### src/rtl/dsc_pkg.sv
package dsc_pkg;
  typedef enum logic [2:0] {
    STEP_HOLD  = 3'd0,
    STEP_CLEAR = 3'd1,
    STEP_LOAD  = 3'd2,
    STEP_UP    = 3'd3,
    STEP_DOWN  = 3'd4
  } step_e;
endpackage

### src/rtl/dsc_reset_sync.sv
module dsc_reset_sync #(
  parameter int STAGES = 2
) (
  input  logic clk,
  input  logic arst_n,
  output logic rst_n_o
);
  logic [STAGES-1:0] sync_q;
  logic [STAGES-1:0] sync_d;

  always_comb begin
    sync_d = {sync_q[STAGES-2:0], 1'b1};
  end

  always_ff @(posedge clk or negedge arst_n) begin
    if (!arst_n) sync_q <= '0;
    else         sync_q <= sync_d;
  end

  assign rst_n_o = sync_q[STAGES-1];
endmodule

### src/rtl/dsc_strobe_edge.sv
module dsc_strobe_edge (
  input  logic clk,
  input  logic rst_n,
  input  logic up_strobe,
  input  logic dn_strobe,
  output logic up_hit,
  output logic dn_hit
);
  logic up_q, dn_q;
  logic up_d, dn_d;

  always_comb begin
    up_d = up_strobe;
    dn_d = dn_strobe;
  end

  // idle level of both strobes is high
  always_ff @(posedge clk or negedge rst_n) begin
    if (!rst_n) begin
      up_q <= 1'b1;
      dn_q <= 1'b1;
    end else begin
      up_q <= up_d;
      dn_q <= dn_d;
    end
  end

  // an edge counts only if the other strobe was and is high
  always_comb begin
    up_hit = up_strobe & ~up_q & dn_strobe & dn_q;
    dn_hit = dn_strobe & ~dn_q & up_strobe & up_q;
  end
endmodule

### src/rtl/dsc_step_steer.sv
module dsc_step_steer
  import dsc_pkg::*;
(
  input  logic  clear,
  input  logic  preset_n,
  input  logic  up_hit,
  input  logic  dn_hit,
  output step_e step
);
  always_comb begin
    step = STEP_HOLD;
    if (clear)          step = STEP_CLEAR;
    else if (!preset_n) step = STEP_LOAD;
    else if (up_hit)    step = STEP_UP;
    else if (dn_hit)    step = STEP_DOWN;
  end
endmodule

### src/rtl/dsc_count_core.sv
module dsc_count_core
  import dsc_pkg::*;
#(
  parameter int WIDTH = 4
) (
  input  logic             clk,
  input  logic             rst_n,
  input  step_e            step,
  input  logic [WIDTH-1:0] load_val,
  output logic [WIDTH-1:0] count
);
  localparam logic [WIDTH-1:0] ONE = WIDTH'(1);

  logic [WIDTH-1:0] cnt_q, cnt_d;
  logic             cnt_en;

  always_comb begin
    cnt_en = (step != STEP_HOLD);
    unique case (step)
      STEP_CLEAR: cnt_d = '0;
      STEP_LOAD:  cnt_d = load_val;
      STEP_UP:    cnt_d = cnt_q + ONE;
      STEP_DOWN:  cnt_d = cnt_q - ONE;
      default:    cnt_d = cnt_q;
    endcase
  end

  always_ff @(posedge clk or negedge rst_n) begin
    if (!rst_n)      cnt_q <= '0;
    else if (cnt_en) cnt_q <= cnt_d;
  end

  assign count = cnt_q;
endmodule

### src/rtl/dsc_cascade_out.sv
module dsc_cascade_out #(
  parameter int WIDTH = 4
) (
  input  logic [WIDTH-1:0] count,
  input  logic             up_strobe,
  input  logic             dn_strobe,
  output logic             carry_n,
  output logic             borrow_n
);
  localparam logic [WIDTH-1:0] TOP = {WIDTH{1'b1}};

  always_comb begin
    carry_n  = ~((count == TOP) & ~up_strobe);
    borrow_n = ~((count == '0)  & ~dn_strobe);
  end
endmodule

### src/rtl/dual_strobe_counter.sv
module dual_strobe_counter
  import dsc_pkg::*;
#(
  parameter int WIDTH       = 4,
  parameter int SYNC_STAGES = 2
) (
  input  logic             clk,
  input  logic             rst_n,
  input  logic             up_strobe,
  input  logic             dn_strobe,
  input  logic             preset_n,
  input  logic             clear,
  input  logic [WIDTH-1:0] preset_val,
  output logic [WIDTH-1:0] count,
  output logic             carry_n,
  output logic             borrow_n
);
  logic  rst_sync_n;
  logic  up_hit, dn_hit;
  step_e step;

  dsc_reset_sync #(.STAGES(SYNC_STAGES)) rst_i (
    .clk     (clk),
    .arst_n  (rst_n),
    .rst_n_o (rst_sync_n)
  );

  dsc_strobe_edge edge_i (
    .clk       (clk),
    .rst_n     (rst_sync_n),
    .up_strobe (up_strobe),
    .dn_strobe (dn_strobe),
    .up_hit    (up_hit),
    .dn_hit    (dn_hit)
  );

  dsc_step_steer steer_i (
    .clear    (clear),
    .preset_n (preset_n),
    .up_hit   (up_hit),
    .dn_hit   (dn_hit),
    .step     (step)
  );

  dsc_count_core #(.WIDTH(WIDTH)) core_i (
    .clk      (clk),
    .rst_n    (rst_sync_n),
    .step     (step),
    .load_val (preset_val),
    .count    (count)
  );

  dsc_cascade_out #(.WIDTH(WIDTH)) out_i (
    .count     (count),
    .up_strobe (up_strobe),
    .dn_strobe (dn_strobe),
    .carry_n   (carry_n),
    .borrow_n  (borrow_n)
  );
endmodule

### config.mk
export PLATFORM = sky130hd
export DESIGN_NAME = dual_strobe_counter
export DESIGN_NICKNAME = d
export VERILOG_FILES = /design/src/rtl/dsc_pkg.sv /design/src/rtl/dsc_reset_sync.sv /design/src/rtl/dsc_strobe_edge.sv /design/src/rtl/dsc_step_steer.sv /design/src/rtl/dsc_count_core.sv /design/src/rtl/dsc_cascade_out.sv /design/src/rtl/dual_strobe_counter.sv
export SDC_FILE = /design/constraint.sdc
export NUM_CORES = 1
export LEC_CHECK = 0
export BUFFER_PORTS_ARGS = -buffer_cell sky130_fd_sc_hd__buf_2
export CORE_AREA = 2 2 39 41
export DETAILED_ROUTE_END_ITERATION = 8
export DIE_AREA = 0 0 41 43
export PLACE_DENSITY_LB_ADDON = 0.12
export SETUP_SLACK_MARGIN = 0.05
export SLEW_MARGIN = 10
export SYNTH_ARGS = -nofsm -noshare
export SYNTH_HDL_FRONTEND = slang
export SYNTH_HIERARCHICAL = 1
export SYNTH_SLANG_ARGS = --single-unit
### constraint.sdc
create_clock -name clk -period 1.2 [get_ports clk]
set_clock_uncertainty 0.2 [all_clocks]
set_input_delay 0.3 -clock clk [delete_from_list [all_inputs] [get_ports clk]]
set_output_delay 0.3 -clock clk [all_outputs]
set_load 0.01 [all_outputs]
== Word level (Yosys, flattened, before mapping) ==
Index checks and enable logic that the tools add are counted.
Word-level totals
  bits of input ports: 10
  flip-flop bits (word level): 8
  logic and storage cells: 34
  output and inout port bits: 6
Cells by class
  add/subtract/negate cells: 2
  bitwise logic cells: 14
  multiplexer cells: 5
  equality and inequality tests: 5
  reductions and logical operators: 4
Operators by type and width (count)
  case mux 4 bit (4 select lines): 1
  2-to-1 mux 3 bit: 4
  bitwise AND 1 bit: 8
  equality test 3 x 2 -> 1 bit (second input constant): 2
  inverter 1 bit: 6
  adder 4 x 1 -> 4 bit (second input constant): 1
  equality test 4 bit (second input constant): 1
  zero test 4 bit: 1
  nonzero test 4 bit: 1
  subtractor 4 x 1 -> 4 bit (second input constant): 1
  equality test 3 x 1 -> 1 bit (second input constant): 1
  equality test 3 bit (second input constant): 1
  nonzero test 3 bit: 1
  AND reduction 2 bit: 1

== Depth between registers and ports, before layout ==
  depth in word-level cells: 11
  mapped depth: 13
  gate-level depth less buffers: 12

== Modules after synthesis ==
The synthesis kept the hierarchy.
Modules (own cells, without submodules)
  dsc_count_core: area an instance 431.7 µm², times used 1, sequential area each 100.1 µm², cells an instance 45
  dsc_strobe_edge: area an instance 72.6 µm², times used 1, sequential area each 52.6 µm², cells an instance 4
  dsc_reset_sync: area an instance 53.8 µm², times used 1, sequential area each 50.0 µm², cells an instance 3
  dsc_step_steer: area an instance 30.0 µm², times used 1, sequential area each 0.0 µm², cells an instance 4
  dsc_cascade_out: area an instance 25.0 µm², times used 1, sequential area each 0.0 µm², cells an instance 5

== Least setup slack after synthesis ==
No wires, ideal clock.
  path type: reg2reg
  start: register edge_i.dn_q
  end: register core_i.cnt_q[3] (netlist: core_i/count[3])
  path buffers: 1
  data arrival time: 2374 ps
  stages on the path, launching flop included: 13
  data required time: 914 ps
  slack: -1459 ps
  clock period less this slack: 2659 ps
  library setup time: 86 ps
  cells stage by stage: dfstp_2 -> and4b_1 -> inv_1 -> a21oi_1 -> buf_6 -> nor2_8 -> nand2_4 -> inv_4 -> ha_1 -> a31oi_1 -> and3_1 -> or3b_1 -> a32oi_1
On the way
  elaborated cells between the ends (all ways): 17
  classes of those cells: 4 x eq/ne; 5 x mux; 5 x bitwise; 3 x reduce/logical
RTL lines
  start, declared: line dsc_strobe_edge.sv:9  | logic up_q, dn_q;
  start signal, assigned: line dsc_strobe_edge.sv:24  | dn_q <= dn_d;
  bitwise AND 1 bit (*): line dsc_strobe_edge.sv:30  | up_hit = up_strobe & ~up_q & dn_strobe & dn_q;
  net up_hit: line dual_strobe_counter.sv:19  | logic up_hit, dn_hit;
  2-to-1 mux 3 bit (*): line dsc_step_steer.sv:14  | else if (up_hit) step = STEP_UP;
  2-to-1 mux 3 bit (*): line dsc_step_steer.sv:13  | else if (!preset_n) step = STEP_LOAD;
  2-to-1 mux 3 bit (*): line dsc_step_steer.sv:12  | if (clear) step = STEP_CLEAR;
  net step[1]: line dual_strobe_counter.sv:20  | step_e step;
  equality test 3 x 1 -> 1 bit, or another cell as far along: line dsc_count_core.sv:19  | unique case (step)
  nonzero test 4 bit (no source line)
  AND reduction 2 bit (no source line)
  end signal, assigned: line dsc_count_core.sv:30  | else if (cnt_en) cnt_q <= cnt_d;
  end, declared: line dsc_count_core.sv:14  | logic [WIDTH-1:0] cnt_q, cnt_d;
The timed path passes the listed nets; every way through them passes the cells marked *.
A chain may end at the register's enable or synchronous reset.

== Final worst setup path ==
Same ends and word-level chain as after synthesis.

==> flow_summary.json <==
{
  "status": "complete, but fails checks",
  "violations": "setup timing",
  "grt_max_degree": 11,
  "min_period_ns": 2.565,
  "grt_pass1_vias": 542,
  "die_width_um": 41,
  "h-tree-depth": 1,
  "synthesis.nets": 73,
  "grt_use_total_pct": 19.16,
  "fin_ws_ns": -1.365,
  "area_growth_syn_to_layout_pct": 58.37,
  "syn_avg_cell_area_sq_um": 10.05,
  "yosysTopAreaCell": "dfrtp_1",
  "drt_iter0_drc": 12,
  "clkLatencyLatePin_ns": 0.26,
  "ys.flop_type": "dfrtp_1",
  "reg2reg_depth": 11,
  "vdd_drop_max_v": 0.0009944,
  "cap_violations": 0,
  "placeableCoreArea_sq_um": 1384,
  "cts_inserted_buffers": 3,
  "gp_congestion": 0.7569,
  "hold_class": "reg2async",
  "wl_per_cell_um": 12.92,
  "clock-root-buffer": "clkbuf_4",
  "rsz0062_at_grt": "yes",
  "p_leak_nw": 0.4722,
  "drive_gt1_share_pct": 58.76,
  "diodes": 0,
  "synth_area_sq_um": 613.1,
  "dieArea_sq_um": 1763,
  "dr.pass1.iters": 4,
  "worst_setup_path_end_kind": "flop",
  "finalWirelength_um": 1460,
  "yosysMostFrequentCell": "dfrtp_1",
  "cellPowerDensity_nw_per_um2": 1039,
  "dp_slack_ns": -1.388,
  "cts_tree": "built",
  "clock_path_buffers": 2,
  "numPortBuffers": 15,
  "nets": 110,
  "finalSetupTns_ns": -6.815,
  "clock_sinks": 8,
  "core.rowCount": 14,
  "globalRoute.totalOverflow": 0,
  "route.detailed.drc": 0,
  "ant_nets": 0,
  "ys_types": 33,
  "cp.arrival_ns": 2.54,
  "hpwl_um": 1051,
  "initial_core_util_pct": 44.30,
  "critPathKind": "reg2reg",
  "synth_async_sr_flop_share_pct": 100.0,
  "final_max_slew_viol_count": 0,
  "yosysWarnings": 6,
  "cp_max_fo": 3,
  "clkTransAtPathRegs_ns": 0.06,
  "ys_seq_area_share_pct": 33.06,
  "synth_top_area_share_pct": 24.49,
  "max_clock_freq_mhz": 389.8,
  "avgViaCountPerCell": 5.292,
  "grt_pass1_wl_um": 2270,
  "vias": 598,
  "antenna_found_initial": 0,
  "synth_seq_cells": 8,
  "placed_cells": 103,
  "hold_viol": 0,
  "startpoint_type": "flop",
  "netlist_top_cells_count": "dfrtp_1, a21oi_1, nor2_1",
  "synthCells": 61,
  "synth_edf_count": 0,
  "stdcell_count": 113,
  "die_h_um": 43,
  "required_ns": 1.18,
  "finalSetupViolations": 10,
  "period_share_pct": 213.8,
  "num_io_pins": 16,
  "synthTopCellsByArea": "dfrtp_1, dfstp_2, xor2_1, mux4_1, a21oi_1"
}
==> layout by cell type (no fill, tap or decap), drive strengths merged, types with 3 or more instances in the layout <==
| master | count |
|---|---|
| a21oi | 5 |
| inv | 3 |
| xor2 | 4 |
| nor2 | 6 |
| clkbuf | 4 |
| o21ai | 4 |
| dfrtp | 6 |
| buf | 33 |
| nand2 | 3 |
==> through the flow <==
stage	total power [mW]	cell area (sq um)	utilization [%]	hold WS, ns
finish	1.009	970.9	70.16	0.03486
global route	1.079	970.9	70.16	0.05457
CTS	0.9321	918.4	66.37	0.03572
detailed placement	0.6505	805.8	58.23	-0.1136
global placement	0.6441	805.8	58.23	-0.1156
floorplan	0.5183	633.1	-	-0.1956
==> sequential cells by signal (all words and copies together) (netlist names) <==
name          cells
rst_i/sync_q      2
edge_i/dn_q       1
edge_i/up_q       1
core_i/count      4
==> routing by layer <==
layer  vias up  track usage, %  wire length (um)
li1        293               -                 -
met1       288           23.65               653
met2        15           31.25               729
met3         2           7.853                73
met4         0           2.000                 4
met5         -               0                 0
==> worst max-delay path, cell delays in order (launching register included) <==
cell and delay, ns:
dfstp_2 0.52, and4b_1 0.24, inv_2 0.06, a21oi_4 0.21, nor2_8 0.06, nand2_4 0.07
inv_4 0.04, ha_4 0.26, o21ai_0 0.08, and3_4 0.18, or3b_1 0.35, a32oi_1 0.21
==> logic make-up after synthesis <==
family,count (synthesis),synth area share (%)
xor+xnor,5,7.143
mux,3,7.552
simple gates,21,25.51
other cells,1,0.6117
fa+ha+maj,2,4.081
buf+inv,6,6.531
flops,8,33.06
compound gates,15,15.51
==> layout make-up <==
class / count / area (sq um)
clock buffer: 4 / 26.28
inverter: 3 / 13.76
sequential: 8 / 205.2
tap: 16 / 20.02
timing repair buffer: 35 / 276.5
multi-input combinational: 47 / 429.2
fill: 107 / 412.9
==> path summary, 6_finish.rpt <==
kind | startpoint | end | slack [ns]
worst min-delay path | rst_i/sync_q[1] | edge_i/up_q | 0.03
max in group asynchronous | rst_i/sync_q[1] | core_i/count[0] | 0.47
min in group clk | dn_strobe | edge_i/dn_q | 0.07
worst min register to register | rst_i/sync_q[1] | edge_i/up_q | 0.03
worst max register to register | edge_i/dn_q | core_i/count[3] | -1.37
worst max-delay path | edge_i/dn_q | core_i/count[3] | -1.37
==> report_power, final <==
part / leakage [nW] / internal [mW] / switching (mW)
clock: 0.0150 / 0.128 / 0.103
combinational: 0.363 / 0.256 / 0.185
sequential: 0.0941 / 0.304 / 0.0333
total: 0.472 / 0.688 / 0.321
==> timing repair <==
action | 4_1_cts | 5_1_grt
endpoints found under the hold margin | 6 | 0
resized for setup | 12 | 9
hold buffers | 2 | 0
gates cloned | 0 | 0
buffers inserted | 2 | 3
pin swaps | 4 | 6
setup endpoints to repair | 10 | 12
Power figures use the tool's default switching activity.
